--- src/rtl/fcmd_pkg.sv ---
package fcmd_pkg;
  localparam logic [7:0] C_RD_ARRAY  = 8'hFF;
  localparam logic [7:0] C_RD_STAT   = 8'h70;
  localparam logic [7:0] C_RD_LOCK   = 8'h90;
  localparam logic [7:0] C_CLR_STAT  = 8'h50;
  localparam logic [7:0] C_ERASE     = 8'h20;
  localparam logic [7:0] C_CHIP      = 8'h30;
  localparam logic [7:0] C_PROG      = 8'h40;
  localparam logic [7:0] C_OTP       = 8'hC0;
  localparam logic [7:0] C_LOCK      = 8'h60;
  localparam logic [7:0] C_CONFIRM   = 8'hD0;
  localparam logic [7:0] C_LK_SET    = 8'h01;
  localparam logic [7:0] C_LK_DOWN   = 8'h2F;

  localparam int SR_RDY  = 7;
  localparam int SR_ERS  = 5;
  localparam int SR_PRG  = 4;
  localparam int SR_VPP  = 3;
  localparam int SR_LKE  = 1;

  localparam logic [7:0] M_ERS = 8'h20;
  localparam logic [7:0] M_PRG = 8'h10;
  localparam logic [7:0] M_VPP = 8'h08;
  localparam logic [7:0] M_LKE = 8'h02;
  localparam logic [7:0] M_SEQ = 8'h30;

  localparam logic [1:0] MD_ARRAY = 2'd0;
  localparam logic [1:0] MD_STAT  = 2'd1;
  localparam logic [1:0] MD_LOCK  = 2'd2;

  typedef enum logic [1:0] {LK_NONE, LK_SET, LK_CLR, LK_DOWN} lk_op_e;
  typedef enum logic [2:0] {PD_NONE, PD_ERASE, PD_CHIP, PD_PROG, PD_OTP, PD_LOCK} pend_e;
endpackage

--- src/rtl/fcmd_bus_capture.sv ---
module fcmd_bus_capture #(
  parameter int BLK_W = 3
) (
  input  logic             clk,
  input  logic             rst_n,
  input  logic             ce_n,
  input  logic             we_n,
  input  logic [BLK_W-1:0] blk,
  input  logic [7:0]       data,
  output logic             stb,
  output logic [BLK_W-1:0] stb_blk,
  output logic [7:0]       stb_data
);
  logic active, act_q;
  assign active = !ce_n && !we_n;

  always_ff @(posedge clk or negedge rst_n) begin
    if (!rst_n) begin
      act_q    <= 1'b0;
      stb_blk  <= '0;
      stb_data <= '0;
    end else begin
      act_q <= active;
      if (active) begin
        stb_blk  <= blk;
        stb_data <= data;
      end
    end
  end

  // first rising strobe ends the cycle; held values are used
  assign stb = act_q && !active;

  a_r1_single_strobe: assert property (@(posedge clk) disable iff (!rst_n)
    stb |=> !stb);
endmodule

--- src/rtl/fcmd_lock_bank.sv ---
module fcmd_lock_bank import fcmd_pkg::*; #(
  parameter int NBLK  = 8,
  parameter int BLK_W = 3
) (
  input  logic             clk,
  input  logic             rst_n,
  input  lk_op_e           op,
  input  logic [BLK_W-1:0] idx,
  output logic [NBLK-1:0]  locked,
  output logic [NBLK-1:0]  down
);
  for (genvar b = 0; b < NBLK; b++) begin : g_blk
    logic lk_q, dn_q, hit;
    assign hit = (op != LK_NONE) && (idx == BLK_W'(b));
    always_ff @(posedge clk or negedge rst_n) begin
      if (!rst_n) begin
        lk_q <= 1'b1;
        dn_q <= 1'b0;
      end else if (hit) begin
        case (op)
          LK_SET:  lk_q <= 1'b1;
          LK_CLR:  if (!dn_q) lk_q <= 1'b0;
          LK_DOWN: begin lk_q <= 1'b1; dn_q <= 1'b1; end
          default: ;
        endcase
      end
    end
    assign locked[b] = lk_q;
    assign down[b]   = dn_q;

    a_r12_down_keeps_lock: assert property (@(posedge clk) disable iff (!rst_n)
      dn_q |-> lk_q);
  end
endmodule

--- src/rtl/fcmd_engine.sv ---
module fcmd_engine #(
  parameter int BUSY_W = 16
) (
  input  logic              clk,
  input  logic              rst_n,
  input  logic              start,
  input  logic [BUSY_W-1:0] load,
  output logic              busy,
  output logic              done
);
  logic [BUSY_W-1:0] cnt_q;

  always_ff @(posedge clk or negedge rst_n) begin
    if (!rst_n)             cnt_q <= '0;
    else if (start)         cnt_q <= (load == '0) ? BUSY_W'(1) : load;
    else if (cnt_q != '0)   cnt_q <= cnt_q - BUSY_W'(1);
  end

  assign busy = (cnt_q != '0);
  assign done = (cnt_q == BUSY_W'(1));

  a_r9_no_start_when_busy: assert property (@(posedge clk) disable iff (!rst_n)
    start |-> !busy);
endmodule

--- src/rtl/fcmd_ctrl.sv ---
module fcmd_ctrl import fcmd_pkg::*; #(
  parameter int NUM_PART     = 2,
  parameter int BLK_PER_PART = 4,
  parameter int BUSY_W       = 16,
  parameter int BLK_W        = $clog2(NUM_PART * BLK_PER_PART)
) (
  input  logic              clk,
  input  logic              rst_n,
  input  logic              vpp_lockout,
  input  logic [BUSY_W-1:0] busy_cycles,
  input  logic              ce_n,
  input  logic              we_n,
  input  logic [BLK_W-1:0]  wr_blk,
  input  logic [7:0]        wr_data,
  input  logic [BLK_W-1:0]  rd_blk,
  output logic [7:0]        rd_data,
  output logic              engine_busy
);
  localparam int NBLK   = NUM_PART * BLK_PER_PART;
  localparam int PART_W = (NUM_PART > 1) ? $clog2(NUM_PART) : 1;

  logic             stb;
  logic [BLK_W-1:0] s_blk;
  logic [7:0]       s_data;
  logic [PART_W-1:0] s_part, r_part;
  logic [NBLK-1:0]  lk_vec, dn_vec;
  logic             eng_start, eng_done;

  pend_e  pend_q, pend_d;
  lk_op_e lk_op;
  logic [NUM_PART-1:0][7:0] sr_q;
  logic [NUM_PART-1:0][1:0] mode_q;
  logic [PART_W-1:0] owner_q;
  logic              otp_used_q;

  logic [7:0] err_bits;
  logic       clr_sr, mode_we, otp_set;
  logic [1:0] mode_d;

  fcmd_bus_capture #(.BLK_W(BLK_W)) u_cap (
    .clk(clk), .rst_n(rst_n), .ce_n(ce_n), .we_n(we_n), .blk(wr_blk),
    .data(wr_data), .stb(stb), .stb_blk(s_blk), .stb_data(s_data));

  fcmd_lock_bank #(.NBLK(NBLK), .BLK_W(BLK_W)) u_lock (
    .clk(clk), .rst_n(rst_n), .op(lk_op), .idx(s_blk),
    .locked(lk_vec), .down(dn_vec));

  fcmd_engine #(.BUSY_W(BUSY_W)) u_eng (
    .clk(clk), .rst_n(rst_n), .start(eng_start), .load(busy_cycles),
    .busy(engine_busy), .done(eng_done));

  assign s_part = PART_W'(int'(s_blk) / BLK_PER_PART);
  assign r_part = PART_W'(int'(rd_blk) / BLK_PER_PART);

  // command decoder
  always_comb begin
    pend_d    = pend_q;
    err_bits  = '0;
    clr_sr    = 1'b0;
    mode_we   = 1'b0;
    mode_d    = MD_ARRAY;
    eng_start = 1'b0;
    otp_set   = 1'b0;
    lk_op     = LK_NONE;
    if (stb) begin
      if (pend_q == PD_NONE) begin
        case (s_data)
          C_RD_ARRAY: begin mode_we = 1'b1; mode_d = MD_ARRAY; end
          C_RD_STAT:  begin mode_we = 1'b1; mode_d = MD_STAT;  end
          C_RD_LOCK:  begin mode_we = 1'b1; mode_d = MD_LOCK;  end
          C_CLR_STAT: clr_sr = 1'b1;
          C_ERASE:    begin pend_d = PD_ERASE; mode_we = 1'b1; mode_d = MD_STAT; end
          C_CHIP:     begin pend_d = PD_CHIP;  mode_we = 1'b1; mode_d = MD_STAT; end
          C_PROG:     begin pend_d = PD_PROG;  mode_we = 1'b1; mode_d = MD_STAT; end
          C_OTP:      begin pend_d = PD_OTP;   mode_we = 1'b1; mode_d = MD_STAT; end
          C_LOCK:     begin pend_d = PD_LOCK;  mode_we = 1'b1; mode_d = MD_STAT; end
          default: ;
        endcase
      end else begin
        pend_d  = PD_NONE;
        mode_we = 1'b1;
        mode_d  = MD_STAT;
        case (pend_q)
          PD_ERASE, PD_CHIP: begin
            if (s_data != C_CONFIRM)       err_bits = M_SEQ;
            else if (engine_busy)          err_bits = M_SEQ;
            else if (vpp_lockout)          err_bits = M_VPP | M_ERS;
            else if ((pend_q == PD_ERASE) ? lk_vec[s_blk] : (|lk_vec))
                                           err_bits = M_LKE | M_ERS;
            else                           eng_start = 1'b1;
          end
          PD_PROG, PD_OTP: begin
            if (engine_busy)               err_bits = M_SEQ;
            else if (vpp_lockout)          err_bits = M_VPP | M_PRG;
            else if ((pend_q == PD_PROG) ? lk_vec[s_blk] : otp_used_q)
                                           err_bits = M_LKE | M_PRG;
            else begin
              eng_start = 1'b1;
              otp_set   = (pend_q == PD_OTP);
            end
          end
          PD_LOCK: begin
            case (s_data)
              C_LK_SET:  lk_op = LK_SET;
              C_CONFIRM: lk_op = LK_CLR;
              C_LK_DOWN: lk_op = LK_DOWN;
              default:   err_bits = M_SEQ;
            endcase
          end
          default: ;
        endcase
      end
    end
  end

  always_ff @(posedge clk or negedge rst_n) begin
    if (!rst_n) begin
      pend_q     <= PD_NONE;
      owner_q    <= '0;
      otp_used_q <= 1'b0;
      for (int p = 0; p < NUM_PART; p++) begin
        sr_q[p]   <= 8'h80;
        mode_q[p] <= MD_ARRAY;
      end
    end else begin
      pend_q <= pend_d;
      if (eng_start) owner_q <= s_part;
      if (otp_set)   otp_used_q <= 1'b1;
      for (int p = 0; p < NUM_PART; p++) begin
        if (stb && s_part == PART_W'(p)) begin
          if (clr_sr) sr_q[p][6:0] <= '0;
          else        sr_q[p][6:0] <= sr_q[p][6:0] | err_bits[6:0];
          if (mode_we)   mode_q[p] <= mode_d;
          if (eng_start) sr_q[p][SR_RDY] <= 1'b0;
        end
        if (eng_done && owner_q == PART_W'(p)) sr_q[p][SR_RDY] <= 1'b1;
      end
    end
  end

  // read mux: a busy partition always returns its status
  always_comb begin
    if (!sr_q[r_part][SR_RDY]) rd_data = sr_q[r_part];
    else begin
      case (mode_q[r_part])
        MD_STAT: rd_data = sr_q[r_part];
        MD_LOCK: rd_data = {6'b0, dn_vec[rd_blk], lk_vec[rd_blk]};
        default: rd_data = 8'hFF;
      endcase
    end
  end

  a_r3_owner_not_ready: assert property (@(posedge clk) disable iff (!rst_n)
    engine_busy |-> !sr_q[owner_q][SR_RDY]);

  a_r6_no_start_in_lockout: assert property (@(posedge clk) disable iff (!rst_n)
    $rose(engine_busy) |-> !$past(vpp_lockout));

  for (genvar gp = 0; gp < NUM_PART; gp++) begin : g_chk
    a_r4_errors_sticky: assert property (@(posedge clk) disable iff (!rst_n)
      !(stb && clr_sr && s_part == PART_W'(gp)) |=>
        ((sr_q[gp][6:0] & $past(sr_q[gp][6:0])) == $past(sr_q[gp][6:0])));
  end
endmodule

--- config.mk ---
export PLATFORM = sky130hd
export DESIGN_NAME = fcmd_ctrl
export DESIGN_NICKNAME = d
export VERILOG_FILES = /design/src/rtl/fcmd_pkg.sv /design/src/rtl/fcmd_bus_capture.sv /design/src/rtl/fcmd_lock_bank.sv /design/src/rtl/fcmd_engine.sv /design/src/rtl/fcmd_ctrl.sv
export SDC_FILE = /design/constraint.sdc
export NUM_CORES = 1
export LEC_CHECK = 0
export CAP_MARGIN = 20
export CORE_ASPECT_RATIO = 2
export CORE_MARGIN = 2
export CORE_UTILIZATION = 62
export DETAILED_ROUTE_END_ITERATION = 6
export GPL_ROUTABILITY_DRIVEN = 0
export PLACE_DENSITY_LB_ADDON = 0.05
export SYNTH_ARGS = -nofsm -noshare
export SYNTH_HDL_FRONTEND = slang
export SYNTH_HIERARCHICAL = 1
export SYNTH_SLANG_ARGS = --single-unit
--- constraint.sdc ---
create_clock -name clk -period 7.7 [get_ports clk]
set_clock_uncertainty 0.1 [all_clocks]
set_input_delay 1.925 -clock clk [delete_from_list [all_inputs] [get_ports clk]]
set_output_delay 1.925 -clock clk [all_outputs]
set_load 0.005 [all_outputs]
==> results of run 1 <==
==> flip-flops by register name, indices dropped and copies added, names as in the netlist <==
| register | count |
|---|---|
| sr_q | 16 |
| u_eng/cnt_q | 16 |
| u_cap/stb_data | 8 |
| u_lock/g_blk.dn_q | 8 |
| u_lock/g_blk.lk_q | 8 |
| mode_q | 4 |
| pend_q | 3 |
| u_cap/stb_blk | 3 |
| otp_used_q | 1 |
| owner_q | 1 |
| u_cap/act_q | 1 |
==> worst register-to-register path, stage by stage (launching register included) <==
cell     delay [ps]
dfrtp_1         450
inv_1            80
ha_1            170
nor3b_2         610
nand4_2         460
nor2_1          490
nand3_1         140
o31ai_1         390
o21ai_1         140
inv_1           400
inv_1           330
a41oi_1         570
nor2b_1         210
a21oi_1          50
==> cell families (layout without fill, tap and decap cells) <==
| kind of cell | after synthesis | count (layout) | synth area share, % |
|---|---|---|---|
| adders and majority gates | 5 | 5 | 1.49 |
| buffers and inverters | 49 | 78 | 6.53 |
| DFF | 69 | 69 | 41.4 |
| muxes | 33 | 33 | 10.8 |
| xor gates and xnor gates | 12 | 12 | 2.50 |
| and+or+nand+nor | 154 | 154 | 22.2 |
| AOI/OAI and AO/OA | 96 | 96 | 15.1 |
==> synth_stat cells, drive strengths merged (2+ instances only) <==
master / n
clkbuf: 11
dfstp: 10
o21ai: 29
o21bai: 3
mux4: 6
nor4: 14
mux2i: 13
nand3b: 7
a21oi: 18
o22ai: 2
dfrtp: 59
or3b: 2
inv: 15
xnor2: 5
mux2: 14
o211ai: 3
nand2b: 5
and3b: 2
and4: 2
nand3: 19
a31o: 4
o31ai: 3
o21a: 4
nor3: 10
a32o: 2
a41o: 2
nand4: 4
nor3b: 5
a22oi: 2
or4: 4
buf: 23
nor2: 24
a31oi: 7
a22o: 9
o221ai: 2
nand2: 36
nand4b: 2
and2: 5
ha: 5
nor2b: 8
or3: 2
xor2: 7
==> layer usage <==
metal	wire length (um)	vias to the layer above
met3	378	38
met4	584	0
met2	5830	107
met5	0	-
li1	-	1587
met1	3360	1681
==> path summary, 6_finish.rpt <==
| check | from | to | slack [ps] | cells past startpoint |
|---|---|---|---|---|
| max | rd_blk[2] | rd_data[3] | 1210 | 9 |
| min | u_lock/g_blk[4].dn_q$_DFFE_PN0P_ | u_lock/g_blk[4].dn_q$_DFFE_PN0P_ | 390 | 1 |
| max reg2reg | u_eng/cnt_q[0]$_DFFE_PN0P_ | u_eng/cnt_q[0]$_DFFE_PN0P_ | 2970 | 13 |
| min reg2reg | u_lock/g_blk[4].dn_q$_DFFE_PN0P_ | u_lock/g_blk[4].dn_q$_DFFE_PN0P_ | 390 | 1 |
| max in group asynchronous | rst_n | u_eng/cnt_q[8]$_DFFE_PN0P_ | 5230 | 2 |
| min in group asynchronous | rst_n | u_eng/cnt_q[5]$_DFFE_PN0P_ | 1670 | 2 |
==> final cells by class <==
class,count,area [um2],area share (%)
timing repair buffer,47,455,9.41
tap,88,110,2.27
clock inverter,4,47.5,0.982
multi-input combinational,300,2190,45.2
clock buffer,12,246,5.09
inverter,15,56.3,1.16
sequential,69,1740,35.9
==> metrics by stage <==
stage | cell area, um2 | setup WS, ps
2_1_floorplan | 4200 | 2100
3_3_place_gp | 4540 | 1340
3_5_place_dp | 4540 | 1200
4_1_cts | 4830 | 1200
5_1_grt | 4840 | 1020
6_report | 4840 | 1210
==> power groups by stage <==
stage / sequential [mW] / clock, mW / combinational (mW)
2_1_floorplan: 0.411 / 0 / 0.101
3_3_place_gp: 0.428 / 0 / 0.158
3_5_place_dp: 0.428 / 0 / 0.165
4_1_cts: 0.422 / 0.412 / 0.165
5_1_grt: 0.426 / 0.430 / 0.180
6_report: 0.423 / 0.407 / 0.165
==> results.sh, run 1 <==
export IMPL_cp_required_ps=5680
export IMPL_fp_coreArea_mm2=0.00657
export IMPL_p_leak_nw=1.94
export IMPL_cp_end_kind="output port"
export IMPL_p_total_uw=994
export IMPL_cts_tree="built"
export IMPL_finalSetupTns_ps=0
export IMPL_dr_total_vias=3413
export IMPL_wl_per_cell_um=19.0
export IMPL_dp_final_hpwl_um=7530
export IMPL_via_per_inst=6.38
export IMPL_crit_arrival_ps=4470
export IMPL_io_pins=44
export IMPL_initial_core_util_pct=63.9
export IMPL_p_int_uw=739
export IMPL_power_switching_uw=255
export IMPL_slew_headroom_pct=27.5
export IMPL_antenna_cells=0
export IMPL_hold_class="register to register"
export IMPL_dieWidth_um=62.2
export IMPL_place_inst=518
export IMPL_grt_pass1_vias=3559
export IMPL_ys_async_sr_fraction_pct=100
export IMPL_drc=0
export IMPL_nNetsFinal=482
export IMPL_yosysWarnings=6
export IMPL_drt_iter0_markers=229
export IMPL_slowest_stage="clkdlybuf4s50_1"
export IMPL_start_kind="input port"
export IMPL_cap_violations=0
export IMPL_cts_max_path_buffers=2
export IMPL_synth_seq_cells=69
export IMPL_busiest_layer="met2"
export IMPL_grt_overflow=0
export IMPL_finalWorstPathRequiredPeriod_ps=6490
export IMPL_htreeDepth=3
export IMPL_crit_chain="clkdlybuf4s50_1 > buf_4 > mux2i_1 > inv_1 > ha_1 > nor2_1 > and2_1 > a21oi_1 > clkdlybuf4s50_1"
export IMPL_yosysTopAreaCell="dfrtp_1"
export IMPL_die_area_mm2=0.00749
export IMPL_grt_usage_pct=29.1
export IMPL_fillers=471
export IMPL_syn_to_final_growth_pct=15.3
export IMPL_rsz0062_at_grt="false"
export IMPL_swShare_pct=25.7
export IMPL_crit_fanout=9
export IMPL_peakVddDrop_mv=0.170
export IMPL_routed_wl_um=10100
export IMPL_drtAntennaViolNets=0
export IMPL_ctsResizeCount=0
export IMPL_clk_pin_slew_ps=50
export IMPL_final_core_util_pct=73.7
export IMPL_synth_edf_count=0
export IMPL_synth_main_ff_cell="dfrtp_1"
export IMPL_p_per_area_mw_per_mm2=205
export IMPL_grt_max_degree=70
export IMPL_die_y_um=120
export IMPL_port_buffers=43
export IMPL_slew_violations=0
export IMPL_crit_top_cell="clkdlybuf4s50_1"
export IMPL_whs_ps=390
export IMPL_antenna_found_initial=0
export IMPL_sequentialPowerShare_pct=42.5
export IMPL_hold_viol=0
export IMPL_mostFrequentLayoutCells="59 x dfrtp_1, 42 x clkdlybuf4s50_1, 35 x nand2_1, 26 x o21ai_0, 22 x nor2_1"
export IMPL_gr_usage_met3_pct=4.65
export IMPL_hold_buffers=0
export IMPL_netlist_area_mm2=0.00420
export IMPL_synth_top_cells_by_area="dfrtp_1 35%, dfstp_2 6.3%, mux4_2 3.2%"
export IMPL_finalNonFillerCells=535
export IMPL_crit_family="buffers and inverters"
export IMPL_status="finished clean"
export IMPL_max_freq_mhz=154
export IMPL_syn_mean_instance_area_um2=10.0
export IMPL_syn_num_nets=458
export IMPL_globalRouteMet1Util_pct=27.4
export IMPL_pwr_share_clk_pct=40.9
export IMPL_yosysSeqAreaShare_pct=41.4
export IMPL_grt_first_pass_wirelength_um=16800
export IMPL_setup_viol=0
export IMPL_rows=42
export IMPL_cts_buffers=9
export IMPL_dr_pass1_iters=5
export IMPL_clock_sinks=69
export IMPL_slowest_delay_ps=680
export IMPL_drive_gt1_share_pct=16.6
export IMPL_syn_inst=418
export IMPL_fin_crit_sh_pct=84.3
export IMPL_post_cts_buffers=0
export IMPL_clk_latency_ps=330
export IMPL_layout_commonest_cell="dfrtp_1"
export IMPL_ys_types=69
export IMPL_use_met2_pct=55.3
export IMPL_cts_root_buf="clkbuf_16"
export IMPL_worstSetupPathType="input port to output port"
export IMPL_worst_pin_slew_ps=1090
export IMPL_cp_buffers_inverters=4
export IMPL_combPwrFrac_pct=16.6
export IMPL_yosysTopAreaCellShare_pct=35.2
Power figures use the tool's default switching activity.
==> inputs of run 2 (changes only) <==
--- a/config.mk
+++ b/config.mk
@@ -8,7 +8,7 @@
 export CAP_MARGIN = 20
 export CORE_ASPECT_RATIO = 2
 export CORE_MARGIN = 2
-export CORE_UTILIZATION = 62
+export CORE_UTILIZATION = 57
 export DETAILED_ROUTE_END_ITERATION = 6
 export GPL_ROUTABILITY_DRIVEN = 0
 export PLACE_DENSITY_LB_ADDON = 0.05
==> constraint.sdc (replaced) <==
create_clock -name clk -period 6.7 [get_ports clk]
set_clock_uncertainty 0.1 [all_clocks]
set_input_delay 1.675 -clock clk [delete_from_list [all_inputs] [get_ports clk]]
set_output_delay 1.675 -clock clk [all_outputs]
set_load 0.005 [all_outputs]
==> results.sh, run 2 (synthesis gave the netlist of run 1 again) <==
export IMPL_clk_pin_slew_ps=60
export IMPL_htreeDepth=3
export IMPL_largestRegisters="sr_q (16), u_eng/cnt_q (16)"
export IMPL_post_place_ws_ps=959
export IMPL_setup_viol=0
export IMPL_grt_max_degree=70
export IMPL_swShare_pct=24.0
export IMPL_drtAntennaViolNets=0
export IMPL_peakVddDrop_mv=0.188
export IMPL_worstSetupPathType="input port to output port"
export IMPL_fin_crit_sh_pct=85.4
export IMPL_power_switching_uw=289
export IMPL_status="finished clean"
export IMPL_wl_met1_um=3590
export IMPL_layout_commonest_cell="dfrtp_1"
export IMPL_cap_violations=0
export IMPL_p_leak_nw=1.97
export IMPL_grt_first_pass_wirelength_um=16800
export IMPL_cts_tree="built"
export IMPL_initial_core_util_pct=58.2
export IMPL_dp_final_hpwl_um=7580
export IMPL_cp_end_kind="output port"
export IMPL_whs_ps=394
export IMPL_cp_required_ps=4930
export IMPL_post_cts_buffers=0
export IMPL_final_area_mm2=0.00490
export IMPL_crit_arrival_ps=3950
export IMPL_fillers=581
export IMPL_die_area_mm2=0.00811
export IMPL_antenna_cells=0
export IMPL_placed_area_mm2=0.00455
export IMPL_wl_met3_um=345
export IMPL_layout_setup_ws_ps=975
export IMPL_finalWorstPathRequiredPeriod_ps=5730
export IMPL_routed_wl_met2_um=5630
export IMPL_drive_gt1_share_pct=17.0
export IMPL_cts_max_path_buffers=2
export IMPL_hold_buffers=0
export IMPL_p_per_area_mw_per_mm2=246
export IMPL_p_int_uw=917
export IMPL_final_core_util_pct=67.9
export IMPL_dieWidth_um=64.7
export IMPL_nNetsFinal=482
export IMPL_syn_to_final_growth_pct=16.6
export IMPL_combPwrFrac_pct=15.4
export IMPL_grt_usage_pct=27.2
export IMPL_crit_fanout=14
export IMPL_rows=44
export IMPL_worst_pin_slew_ps=1050
export IMPL_io_pins=44
export IMPL_grt_pass1_vias=3405
export IMPL_grt_overflow=0
export IMPL_ctsResizeCount=0
export IMPL_port_buffers=43
export IMPL_slew_violations=0
export IMPL_clk_latency_ps=330
export IMPL_mostFrequentLayoutCells="59 x dfrtp_1, 42 x clkdlybuf4s50_1, 35 x nand2_1, 26 x o21ai_0, 22 x nor2_1"
export IMPL_finalSetupTns_ps=0
export IMPL_r2r_slack_ps=1970
export IMPL_clock_sinks=69
export IMPL_dr_total_vias=3322
export IMPL_routed_wl_um=10100
export IMPL_wl_per_cell_um=18.8
export IMPL_sequentialPowerShare_pct=40.3
export IMPL_max_freq_mhz=175
export IMPL_top_layer="met4"
export IMPL_antenna_found_initial=0
export IMPL_start_kind="input port"
export IMPL_cts_buffers=9
export IMPL_hold_viol=0
export IMPL_dr_pass1_iters=4
export IMPL_cts_root_buf="clkbuf_16"
export IMPL_slew_headroom_pct=30.0
export IMPL_via_per_inst=6.16
export IMPL_pwr_share_clk_pct=44.2
export IMPL_fp_coreArea_mm2=0.00721
export IMPL_hold_class="register to register"
export IMPL_drt_iter0_markers=201
export IMPL_die_y_um=125
export IMPL_drc=0
export IMPL_rsz0062_at_grt="false"
[run 2: changes by cell type in the layout (fill, tap and decap cells not counted), sizes merged]
cell	delta
clkinvlp	-1
clkbuf	+1
bufinv	+1
clkinv	-1
[run 2: cell type report]
class                           count  area [um2]  share of cell area, %
Multi-Input combinational cell    300        2190                   44.6
Inverter                           15        56.3                   1.15
Timing Repair Buffer               47         455                   9.30
Sequential cell                    69        1740                   35.5
Clock inverter                      3        65.1                   1.33
Clock buffer                       13         280                   5.72
Tap cell                           92         115                   2.35
[run 2: per-stage QoR]
| step | power [mW] | instances |
|---|---|---|
| 2_1_floorplan | 0.588 | 418 |
| 3_3_place_gp | 0.674 | 523 |
| 3_5_place_dp | 0.679 | 523 |
| 4_1_cts | 1.22 | 539 |
| 5_1_grt | 1.26 | 539 |
| 6_report | 1.21 | 539 |
[run 2: worst max-delay path, cell delays in order]
cell and delay, ps:
clkdlybuf4s50_1 450, buf_4 240, mux2i_1 330, inv_1 80, ha_1 210, nor2_1 170, and2_1 260, a21oi_1 70
clkdlybuf4s50_1 460
[run 2: power groups by stage]
| stage | Combinational, mW | Clock, mW | Sequential (mW) |
|---|---|---|---|
| after CTS | 0.187 | 0.543 | 0.486 |
| after global placement | 0.182 | 0 | 0.491 |
| after floorplan | 0.116 | 0 | 0.472 |
| final | 0.186 | 0.533 | 0.487 |
| after detailed placement | 0.186 | 0 | 0.493 |
| after global routing | 0.206 | 0.561 | 0.491 |
[run 2: per-layer routing]
| layer | global-route usage [%] | vias to the layer above |
|---|---|---|
| met5 | 0 | - |
| met4 | 16.0 | 0 |
| met3 | 4.23 | 31 |
| met2 | 51.3 | 84 |
| met1 | 26.9 | 1636 |
| li1 | - | 1571 |
[run 2: path summary, 6_finish.rpt]
path / start / end / cells after the start
min in group asynchronous: rst_n / u_eng/cnt_q[6]$_DFFE_PN0P_ / 2
max reg2reg: u_eng/cnt_q[0]$_DFFE_PN0P_ / u_eng/cnt_q[0]$_DFFE_PN0P_ / 13
max: rd_blk[2] / rd_data[5] / 9
min reg2reg: sr_q[14]$_DFFE_PN0P_ / sr_q[14]$_DFFE_PN0P_ / 1
max in group asynchronous: rst_n / mode_q[2]$_DFFE_PN0P_ / 2
min: sr_q[14]$_DFFE_PN0P_ / sr_q[14]$_DFFE_PN0P_ / 1
==> inputs of run 3 (changes only) <==
--- a/config.mk
+++ b/config.mk
@@ -5,10 +5,11 @@
 export SDC_FILE = /design/constraint.sdc
 export NUM_CORES = 1
 export LEC_CHECK = 0
+export ABC_AREA = 1
 export CAP_MARGIN = 20
 export CORE_ASPECT_RATIO = 2
 export CORE_MARGIN = 2
-export CORE_UTILIZATION = 57
+export CORE_UTILIZATION = 58
 export DETAILED_ROUTE_END_ITERATION = 6
 export GPL_ROUTABILITY_DRIVEN = 0
 export PLACE_DENSITY_LB_ADDON = 0.05
==> constraint.sdc (replaced) <==
create_clock -name clk -period 5.46 [get_ports clk]
set_clock_uncertainty 0.1 [all_clocks]
set_input_delay 1.365 -clock clk [delete_from_list [all_inputs] [get_ports clk]]
set_output_delay 1.365 -clock clk [all_outputs]
set_load 0.005 [all_outputs]
==> results.sh, run 3 <==
export IMPL_finalSetupTns_ps=0
export IMPL_cts_buffers=9
export IMPL_antenna_cells=0
export IMPL_mostFrequentLayoutCells="179 x nand2_1, 86 x inv_1, 63 x nor2_1, 59 x dfrtp_1, 50 x nand3_1"
export IMPL_yosysWarnings=6
export IMPL_finalWorstPathRequiredPeriod_ps=5210
export IMPL_cts_max_path_buffers=2
export IMPL_sequentialPowerShare_pct=38.7
export IMPL_grt_max_degree=39
export IMPL_initial_core_util_pct=59.5
export IMPL_grt_usage_pct=28.8
export IMPL_cap_violations=0
export IMPL_port_buffers=43
export IMPL_syn_inst=642
export IMPL_drt_iter0_markers=277
export IMPL_dr_total_vias=4129
export IMPL_dr_pass1_iters=4
export IMPL_worst_pin_slew_ps=755
export IMPL_synth_top_cells_by_area="dfrtp_1 33%, nand2_1 15%, inv_1 7.1%"
export IMPL_synth_main_ff_cell="dfrtp_1"
export IMPL_p_int_mw=1.17
export IMPL_drive_gt1_share_pct=11.6
export IMPL_fp_coreArea_mm2=0.00760
export IMPL_hold_viol=0
export IMPL_p_per_area_mw_per_mm2=357
export IMPL_yosysTopAreaCell="dfrtp_1"
export IMPL_grt_pass1_vias=4193
export IMPL_drtAntennaViolNets=0
export IMPL_cp_required_ps=3990
export IMPL_worstSetupPathType="input port to output port"
export IMPL_cp_end_kind="output port"
export IMPL_htreeDepth=3
export IMPL_yosys_top_cells_count="179 x nand2_1, 86 x inv_1, 64 x nor2_1"
export IMPL_clk_latency_ps=340
export IMPL_via_per_inst=5.38
export IMPL_setup_viol=0
export IMPL_max_freq_mhz=192
export IMPL_routed_wl_um=10800
export IMPL_combPwrFrac_pct=32.5
export IMPL_cts_tree="built"
export IMPL_syn_to_final_growth_pct=13.7
export IMPL_fin_crit_sh_pct=95.4
export IMPL_slew_headroom_pct=49.7
export IMPL_synth_seq_cells=69
export IMPL_rows=45
export IMPL_p_leak_nw=2.56
export IMPL_syn_mean_instance_area_um2=7.05
export IMPL_final_core_util_pct=67.7
export IMPL_nNetsFinal=709
export IMPL_dp_final_hpwl_um=8450
export IMPL_swShare_pct=36.2
export IMPL_clk_pin_slew_ps=50
export IMPL_crit_fanout=8
export IMPL_slew_violations=0
export IMPL_status="finished clean"
export IMPL_syn_num_nets=682
export IMPL_power_switching_uw=666
export IMPL_pwr_share_clk_pct=28.8
export IMPL_synth_most_common_cell="nand2_1"
export IMPL_synth_edf_count=0
export IMPL_clock_sinks=69
export IMPL_largestRegisters="sr_q (16), u_eng/cnt_q (16)"
export IMPL_layout_commonest_cell="nand2_1"
export IMPL_ys_async_sr_fraction_pct=100
export IMPL_grt_overflow=0
export IMPL_grt_first_pass_wirelength_um=18700
export IMPL_die_y_um=129
export IMPL_layout_setup_ws_ps=252
export IMPL_rsz0062_at_grt="false"
export IMPL_die_area_mm2=0.00857
export IMPL_hold_class="register to register"
export IMPL_drc=0
export IMPL_start_kind="input port"
export IMPL_yosysSeqAreaShare_pct=38.4
export IMPL_dieWidth_um=66.5
export IMPL_netlist_area_mm2=0.00453
export IMPL_peakVddDrop_mv=0.277
export IMPL_post_place_ws_ps=121
export IMPL_yosysTopAreaCellShare_pct=32.6
export IMPL_wl_per_cell_um=14.0
export IMPL_cts_root_buf="clkbuf_16"
export IMPL_crit_arrival_ps=3740
export IMPL_ys_types=46
export IMPL_io_pins=44
export IMPL_antenna_found_initial=0
[run 3: worst paths after layout]
kind | start | to | slack [ps] | depth (start not counted)
setup / recovery | rd_blk[2] | rd_data[6] | 250 | 10
hold / removal | u_lock/g_blk[1].lk_q$_DFFE_PN1P_ | u_lock/g_blk[1].lk_q$_DFFE_PN1P_ | 360 | 2
min in group asynchronous | rst_n | u_lock/g_blk[2].dn_q$_DFFE_PN0P_ | 990 | 1
max in group asynchronous | rst_n | u_lock/g_blk[6].lk_q$_DFFE_PN1P_ | 3250 | 2
hold reg to reg | u_lock/g_blk[1].lk_q$_DFFE_PN1P_ | u_lock/g_blk[1].lk_q$_DFFE_PN1P_ | 360 | 2
setup reg to reg | u_eng/cnt_q[0]$_DFFE_PN0P_ | u_eng/cnt_q[0]$_DFFE_PN0P_ | 2000 | 18
[run 3: critical path, cell delays in order]
cell and delay, ps:
clkdlybuf4s50_1 480, inv_1 70, or2_2 270, o21ai_0 160, inv_1 90, ha_1 220, nor2_2 260, nand2_1 170
o21ai_0 130, clkdlybuf4s50_1 530
[run 3: area by class of cell]
type | count | area, um2
Fill cell | 723 | 2450
Clock inverter | 4 | 25.0
Tap cell | 94 | 118
Clock buffer | 12 | 246
Multi-Input combinational cell | 448 | 2210
Sequential cell | 69 | 1740
Inverter | 94 | 353
Timing Repair Buffer | 47 | 455
[run 3: logic make-up (layout without fill, tap and decap cells)]
| kind of cell | Yosys count | after routing | synth area share [%] |
|---|---|---|---|
| and+or+nand+nor | 352 | 352 | 35.6 |
| buffers and inverters | 125 | 157 | 12.8 |
| AOI/OAI and AO/OA | 83 | 83 | 10.2 |
| DFF | 69 | 69 | 38.4 |
| adders and majority gates | 5 | 5 | 1.38 |
| xor gates and xnor gates | 4 | 4 | 0.774 |
| muxes | 4 | 4 | 0.885 |
[run 3: power groups by stage]
stage	clock (mW)	sequential [mW]	combinational, mW
2_1_floorplan	0	0.682	0.437
3_3_place_gp	0	0.714	0.577
3_5_place_dp	0	0.716	0.594
4_1_cts	0.540	0.709	0.598
5_1_grt	0.569	0.725	0.682
6_report	0.530	0.712	0.598
[run 3: through the flow]
stage	hold slack [ps]	instances	area (um2)	power, mW
5_1_grt	384	768	5150	1.98
2_1_floorplan	334	642	4530	1.12
3_5_place_dp	356	752	4870	1.31
4_1_cts	365	768	5140	1.85
3_3_place_gp	350	752	4870	1.29
6_report	362	768	5150	1.84
[run 3: what timing repair did]
action,4_1_cts,5_1_grt
gates resized for setup,0,1
hold buffers,0,0
buffers inserted,0,0
setup endpoints to repair,0,5
[run 3: routing by layer]
metal,GRT usage [%],up-vias,part of all wire (%)
met4,15.0,0,4.0
met2,54.1,97,58
li1,-,2065,-
met3,4.90,29,2.8
met1,29.1,1938,35
met5,0,-,0
